## src/rtl/sflag_pkg.sv

```systemverilog
package sflag_pkg;
  localparam int FLAG_W = 9;
  localparam int STAT_W = 16;
  localparam int BE_W   = 2;
  localparam logic [FLAG_W-1:0] TX_MASK     = 9'h180;
  localparam logic [FLAG_W-1:0] RESET_FLAGS = 9'h180;
  localparam int PAD_W = STAT_W - FLAG_W;
endpackage

```

## src/rtl/sflag_rst_sync.sv

```systemverilog
module sflag_rst_sync #(
  parameter int STAGES = 2
) (
  input  logic clk,
  input  logic rst_n,
  output logic rst_sync_n
);
  logic [STAGES-1:0] sync_q;

  always_ff @(posedge clk or negedge rst_n) begin
    if (!rst_n) sync_q <= '0;
    else        sync_q <= {sync_q[STAGES-2:0], 1'b1};
  end

  assign rst_sync_n = sync_q[STAGES-1];
endmodule

```

## src/rtl/sflag_bus_dec.sv

```systemverilog
module sflag_bus_dec #(
  parameter int BE_W = 2
) (
  input  logic            bus_rd,
  input  logic            bus_wr,
  input  logic            bus_long,
  input  logic            bus_sel,
  input  logic [BE_W-1:0] bus_be,
  output logic            stat_rd,
  output logic            long_rd,
  output logic            dat_rd,
  output logic            dat_wr
);
  logic lane_any;
  logic rd_ok;
  logic wr_ok;

  always_comb begin
    lane_any = |bus_be;
    rd_ok    = bus_rd & lane_any;
    wr_ok    = bus_wr & ~bus_rd & lane_any;
    long_rd  = rd_ok & bus_long;
    stat_rd  = rd_ok & (bus_long | ~bus_sel);
    dat_rd   = rd_ok & ~bus_long & bus_sel;
    dat_wr   = wr_ok & bus_sel;
  end
endmodule

```

## src/rtl/sflag_cell.sv

```systemverilog
module sflag_cell #(
  parameter bit IS_TX   = 1'b0,
  parameter bit RST_VAL = 1'b0
) (
  input  logic clk,
  input  logic rst_n,
  input  logic set_p,
  input  logic stat_rd,
  input  logic long_rd,
  input  logic dat_rd,
  input  logic dat_wr,
  output logic flag_o,
  output logic armed_o
);
  logic flag_q, flag_d;
  logic arm_q, arm_d;
  logic consume, clr_hit, upd_en;

  always_comb begin
    if (IS_TX) begin
      consume = dat_wr;
      clr_hit = arm_q & dat_wr;
    end else begin
      consume = dat_rd;
      clr_hit = (arm_q & dat_rd) | (flag_q & long_rd);
    end
    upd_en = set_p | stat_rd | long_rd | dat_rd | dat_wr;

    flag_d = flag_q;
    if (clr_hit) flag_d = 1'b0;
    if (set_p)   flag_d = 1'b1;

    arm_d = arm_q;
    if (consume) arm_d = 1'b0;
    if (stat_rd) arm_d = flag_q & (IS_TX | ~long_rd);
    if (set_p)   arm_d = 1'b0;
  end

  always_ff @(posedge clk or negedge rst_n) begin
    if (!rst_n) begin
      flag_q <= RST_VAL;
      arm_q  <= 1'b0;
    end else if (upd_en) begin
      flag_q <= flag_d;
      arm_q  <= arm_d;
    end
  end

  assign flag_o  = flag_q;
  assign armed_o = arm_q;

  p_set_next_r3: assert property (@(posedge clk) disable iff (!rst_n)
    set_p |=> flag_q);
  p_rise_src_r3: assert property (@(posedge clk) disable iff (!rst_n)
    $rose(flag_q) |-> $past(set_p));
  p_rx_fall_r4: assert property (@(posedge clk) disable iff (!rst_n)
    (!IS_TX && $fell(flag_q)) |-> ($past(dat_rd) || $past(long_rd)));
  p_tx_fall_r5: assert property (@(posedge clk) disable iff (!rst_n)
    (IS_TX && $fell(flag_q)) |-> $past(dat_wr));
  p_arm_set_r6: assert property (@(posedge clk) disable iff (!rst_n)
    arm_q |-> flag_q);
endmodule

```

## src/rtl/sflag_top.sv

```systemverilog
module sflag_top
  import sflag_pkg::*;
(
  input  logic              clk,
  input  logic              rst_n,
  input  logic              bus_rd,
  input  logic              bus_wr,
  input  logic              bus_long,
  input  logic              bus_sel,
  input  logic [BE_W-1:0]   bus_be,
  input  logic [FLAG_W-1:0] set_pulse,
  input  logic [FLAG_W-1:0] irq_en,
  output logic [STAT_W-1:0] stat_word,
  output logic              irq
);
  logic rst_i_n;
  logic stat_rd, long_rd, dat_rd, dat_wr;
  logic [FLAG_W-1:0] flags;
  logic [FLAG_W-1:0] armed;

  sflag_rst_sync #(.STAGES(2)) u_rst (
    .clk        (clk),
    .rst_n      (rst_n),
    .rst_sync_n (rst_i_n)
  );

  sflag_bus_dec #(.BE_W(BE_W)) u_dec (
    .bus_rd   (bus_rd),
    .bus_wr   (bus_wr),
    .bus_long (bus_long),
    .bus_sel  (bus_sel),
    .bus_be   (bus_be),
    .stat_rd  (stat_rd),
    .long_rd  (long_rd),
    .dat_rd   (dat_rd),
    .dat_wr   (dat_wr)
  );

  for (genvar i = 0; i < FLAG_W; i++) begin : g_flag
    sflag_cell #(
      .IS_TX   (TX_MASK[i]),
      .RST_VAL (RESET_FLAGS[i])
    ) u_cell (
      .clk     (clk),
      .rst_n   (rst_i_n),
      .set_p   (set_pulse[i]),
      .stat_rd (stat_rd),
      .long_rd (long_rd),
      .dat_rd  (dat_rd),
      .dat_wr  (dat_wr),
      .flag_o  (flags[i]),
      .armed_o (armed[i])
    );
  end

  always_comb begin
    stat_word = {{PAD_W{1'b0}}, flags};
    irq       = |(flags & irq_en);
  end

  p_long_rx_r9: assert property (@(posedge clk) disable iff (!rst_i_n)
    (long_rd && set_pulse == '0) |=> (flags & ~TX_MASK) == '0);
  p_swrite_r12: assert property (@(posedge clk) disable iff (!rst_i_n)
    (bus_wr && !bus_rd && !bus_sel && set_pulse == '0) |=> $stable(flags));
endmodule

```

## config.mk

```make
export PLATFORM = sky130hd
export DESIGN_NAME = sflag_top
export DESIGN_NICKNAME = d
export VERILOG_FILES = /design/src/rtl/sflag_pkg.sv /design/src/rtl/sflag_rst_sync.sv /design/src/rtl/sflag_bus_dec.sv /design/src/rtl/sflag_cell.sv /design/src/rtl/sflag_top.sv
export SDC_FILE = /design/constraint.sdc
export NUM_CORES = 1
export LEC_CHECK = 0
export BUFFER_PORTS_ARGS = -buffer_cell sky130_fd_sc_hd__buf_2
export CAP_MARGIN = 40
export CORE_MARGIN = 5
export CORE_UTILIZATION = 46
export CTS_CLUSTER_SIZE = 8
export DETAILED_ROUTE_END_ITERATION = 6
export PLACE_DENSITY = 0.87
export SYNTH_ARGS = -nofsm -noshare
export SYNTH_HDL_FRONTEND = slang
export SYNTH_SLANG_ARGS = --single-unit
```

## constraint.sdc

```tcl
create_clock -name clk -period 1.5 [get_ports clk]
set_input_delay 0.3 -clock clk [delete_from_list [all_inputs] [get_ports clk]]
set_output_delay 0.3 -clock clk [all_outputs]
set_load 0.03 [all_outputs]
```

## Word-level counts from Yosys, hierarchy flattened

Index checks and enable logic that the tools add are counted.

- Mux-type cells: 38
- Bitwise gates (word level): 80
- Reductions and logical operators: 38

Operator list:

| kind | number |
|---|---|
| bitwise OR 1 bit | 44 |
| two-way mux 1 bit | 38 |
| AND reduction 2 bit | 18 |
| AND 1 bit | 31 |
| nonzero test 3 bit | 9 |
| nonzero test 2 bit | 9 |
| AND 9 bit | 1 |
| OR reduction 9 bit | 1 |
| NOT 1 bit | 4 |
| OR reduction 2 bit | 1 |

- Register bits after elaboration: 20
- Input port bits: 26
- Output and inout port bits: 17
- Logic and storage cells: 175

## Logic depth before layout (Yosys ltp)

- Depth after elaboration: 8
- Depth in mapped cells: 4
- Gate-level depth less buffers: 3

## By module

Synthesis repeated with hierarchy kept, for this count alone.

- Cells, all modules: 94
- Area, all modules: 975.9 um^2

Modules (own cells, without submodules):

| module | instances | cells each | area each (um^2) | sequential area each (um^2) |
|---|---|---|---|---|
| sflag_cell (g_flag[0].u_cell ...) | 7 | 8 | 87.6 | 50.0 |
| sflag_cell (g_flag[7].u_cell ...) | 2 | 7 | 80.1 | 51.3 |
| sflag_top | 1 | 13 | 102.6 | 0.0 |
| sflag_rst_sync | 1 | 3 | 53.8 | 50.0 |
| sflag_bus_dec | 1 | 8 | 46.3 | 0.0 |

## Worst setup path after synthesis

OpenSTA, ideal clock, no wires.

- Path type: reg-to-output
- Start point: register g_flag[3].u_cell.flag_q
- End point: output port irq
- Arrival time: 1069 ps
- Required time: 1200 ps
- Setup slack: 131 ps
- Stages on the path, launching flop included: 4
- Path buffers: 0
- Path through: dfrtp_1 a22o_1 a221oi_1 nand3_1

- Longest elaborated chain between the ends: 2

RTL lines:

| item | line | source |
|---|---|---|
| start: declaration | sflag_cell.sv:15 | `logic flag_q, flag_d;` |
| start signal: assignment | sflag_cell.sv:44 | `flag_q <= flag_d;` |
| AND 9 bit | sflag_top.sv:58 | `irq = \|(flags & irq_en);` |
| OR reduction 9 bit | sflag_top.sv:58 |  |
| end: declaration | sflag_top.sv:14 | `output logic irq` |

Every way passes these cells.

## Worst setup path in the final report

Same ends and word-level chain as after synthesis.

==> results.tsv <==
metric	value	unit
status	finished with violations	
violated checks	negative setup slack	
Clock Skew	0.0101	ns
Synth top area share	43.7	%
Power Internal	911	uW
NetSw	326	uW
total power	1.24	mW
combinational group share of total power	16.5	%
drt first pass iters	4	
CTS tree	done	
Die W	57.3	um
Syn-to-layout area delta	17.7	%
FFs w/ async S/R, synth	100	%
Seq pwr share	47.9	%
via count	890	
CP bufs+invs	1	
Clock H-tree levels	1	
core area	0.00217	mm^2
DR WL/cell	14.0	um
Netlist cell types	24	
Pwr per Cell Area	1020	mW/mm^2
commonest non-fill, non-tap cell in the layout	buf_2	
worst ir drop on vdd	0.000693	V
final core occ	55.9	%
most frequent cells in the layout	buf_2 (34), dfrtp_1 (18), a21oi_1 (16)	
critical path arrival	1.45	ns
Seq cells post-synth	20	
worst-case clock buffer depth	2	
worst skew pair latency	0.31	ns
WS Path Type	reg2out	
grt ovf	0	
Post-Syn Area	0.00103	mm^2
Worst Hold Class	in2reg	
Initial Utilization	47.5	%
crit path launch type	register	
hold path depth	2	
CP max stage delay	0.42	ns
Synth area leader	dfrtp_1	
die area	0.00329	mm^2
# IOs	43	
critical path peak fanout	4	
number of antenna-violating nets in the routed design	0	
total of max-cap violations	0	
top post-synthesis cells by area	dfrtp_1 (44%), buf_4 (12%), a21oi_1 (7.8%)	
Final Hold Viols	0	
Post-Synthesis Cells	107	
Critical Path Slowest Stage Cell	dfrtp_1	
vias per cell	5.43	
sequential fraction of the synthesis area	48.8	%
Worst slew margin	53.8	%
GP Congestion	0.816	
Die Ht	57.3	um
Critical Path RT	1.20	ns
vias in the first global route	912	
Clock power frac	35.6	%
Ant. Diodes	0	
switching share of power	26.4	%
root buffer cell	clkbuf_4	
CTS sink count	20	
DRT Wirelength	2.30	mm
crit path cell chain	a22o_1, a221oi_2, nand3_1, buf_6	
critical path depth in cells	4	
cell family with the largest share of critical-path delay	flip-flops	
Reg clk slew, reported paths	0.12	ns
fillers	211	
final setup vio count	1	
predominant post-synthesis flop cell	dfrtp_1	
1st-iter DRT viols	13	
Tcrit/Tclk final	117	%
DRC viols	0	
number of enable flip-flop cells after synthesis	0	
share of layout cells above drive strength 1	34.6	%
post-route worst setup slack	-0.254	ns
Final HPWL DP	1.78	mm
Inserted Clock Buffers	3	
Fmax	0.570	GHz
initial antenna violation count	0	
gr usage total	15.0	%
port buffer count	35	
Slew @ Worst Pin	0.693	ns
crit end category	primary output	
unrepaired setup endpoints after global routing	true	
num rows	17	
largest net degree at the start of global routing	19	
Period minus WS final	1.75	ns
Avg Inst Size Synth	9.64	um^2
static leakage	0.533	nW
cells on worst reg2reg path	2	
Syn. warnings	0	
Final #Nets	163	
Max Slew Vio Count	0	
first-pass GRT wire length	3.95	mm
==> routing by layer <==
layer | global-route usage [%] | wire, um | vias up
li1 | - | - | 410
met1 | 18.8 | 912 | 438
met2 | 25.3 | 1170 | 37
met3 | 3.17 | 185 | 5
met4 | 5.30 | 32 | 0
met5 | 0 | 0 | -
==> worst reg2reg max path: cells and delay by family, from the launching register on <==
family	cells	cell delay, ns
flops	1	0.58
compound gates	1	0.14
simple gates	1	0.08
==> layout make-up <==
class,instances,area (um^2),area share [%]
repair buffers,39,214,17.6
clock buffers,3,22.5,1.86
clock inverters,1,30.0,2.47
inverters,2,7.51,0.619
multi-input cells,71,402,33.1
flip-flops and latches,20,503,41.4
well taps,28,35.0,2.89
==> sequential cells by signal (all words and copies together), names as in the netlist <==
| register | count |
|---|---|
| g_flag.u_cell.armed_o | 9 |
| u_rst.sync_q | 2 |
| g_flag.u_cell.flag_o | 9 |
==> logic make-up after synthesis <==
logic type	share of synthesized area (%)
other cells	0.728
buf+inv	15.0
simple gates	14.7
compound gates	20.8
flops	48.8
==> final timing paths <==
kind                                              start                  endpoint  slack [ns]
worst max-delay path            g_flag[3].u_cell.flag_o                       irq       -0.25
worst min-delay path                       set_pulse[2]  g_flag[2].u_cell.armed_o        0.13
worst max register to register  g_flag[8].u_cell.flag_o  g_flag[8].u_cell.armed_o        0.63
worst min register to register          u_rst.sync_q[1]  g_flag[5].u_cell.armed_o        0.28
max in group asynchronous               u_rst.sync_q[1]  g_flag[7].u_cell.armed_o        0.77
min in group asynchronous               u_rst.sync_q[1]  g_flag[5].u_cell.armed_o        0.28
==> what timing repair did <==
action                                  4_1_cts  5_1_grt
endpoints found under the setup margin        1        1
hold buffers                                  1        0
endpoints found under the hold margin         2        0
setup buffers                                 1        0
gates resized for setup                       3        0
pin swaps                                     2        0
==> Yosys cell counts (all sizes together), types with 2 or more instances <==
cell / instances
buf: 19
dfstp: 2
o221ai: 2
o21ai: 8
nand3: 10
o31ai: 2
inv: 2
conb: 2
a21oi: 16
nand2b: 10
dfrtp: 18
nand2: 7
==> power by group through the flow <==
stage / sequential (mW) / combinational (mW) / clock [mW]
after detailed placement: 0.605 / 0.195 / 0
after global routing: 0.599 / 0.223 / 0.479
after CTS: 0.594 / 0.203 / 0.449
after global placement: 0.602 / 0.191 / 0
final: 0.593 / 0.204 / 0.440
after floorplan: 0.597 / 0.160 / 0
==> metrics by stage <==
step                      area (um^2)  setup slack, ns  hold slack, ns  cells  setup TNS [ns]
after global placement           1130           0.0490          0.0851    158               0
after detailed placement         1130           0.0271          0.0890    158               0
after global routing             1210           -0.310           0.121    164          -0.310
final                            1210           -0.254           0.131    164          -0.254
after CTS                        1210           -0.252           0.126    164          -0.252
after floorplan                  1050            0.131         0.00441    113               0
No activity file was read; power rests on OpenSTA's default activity.
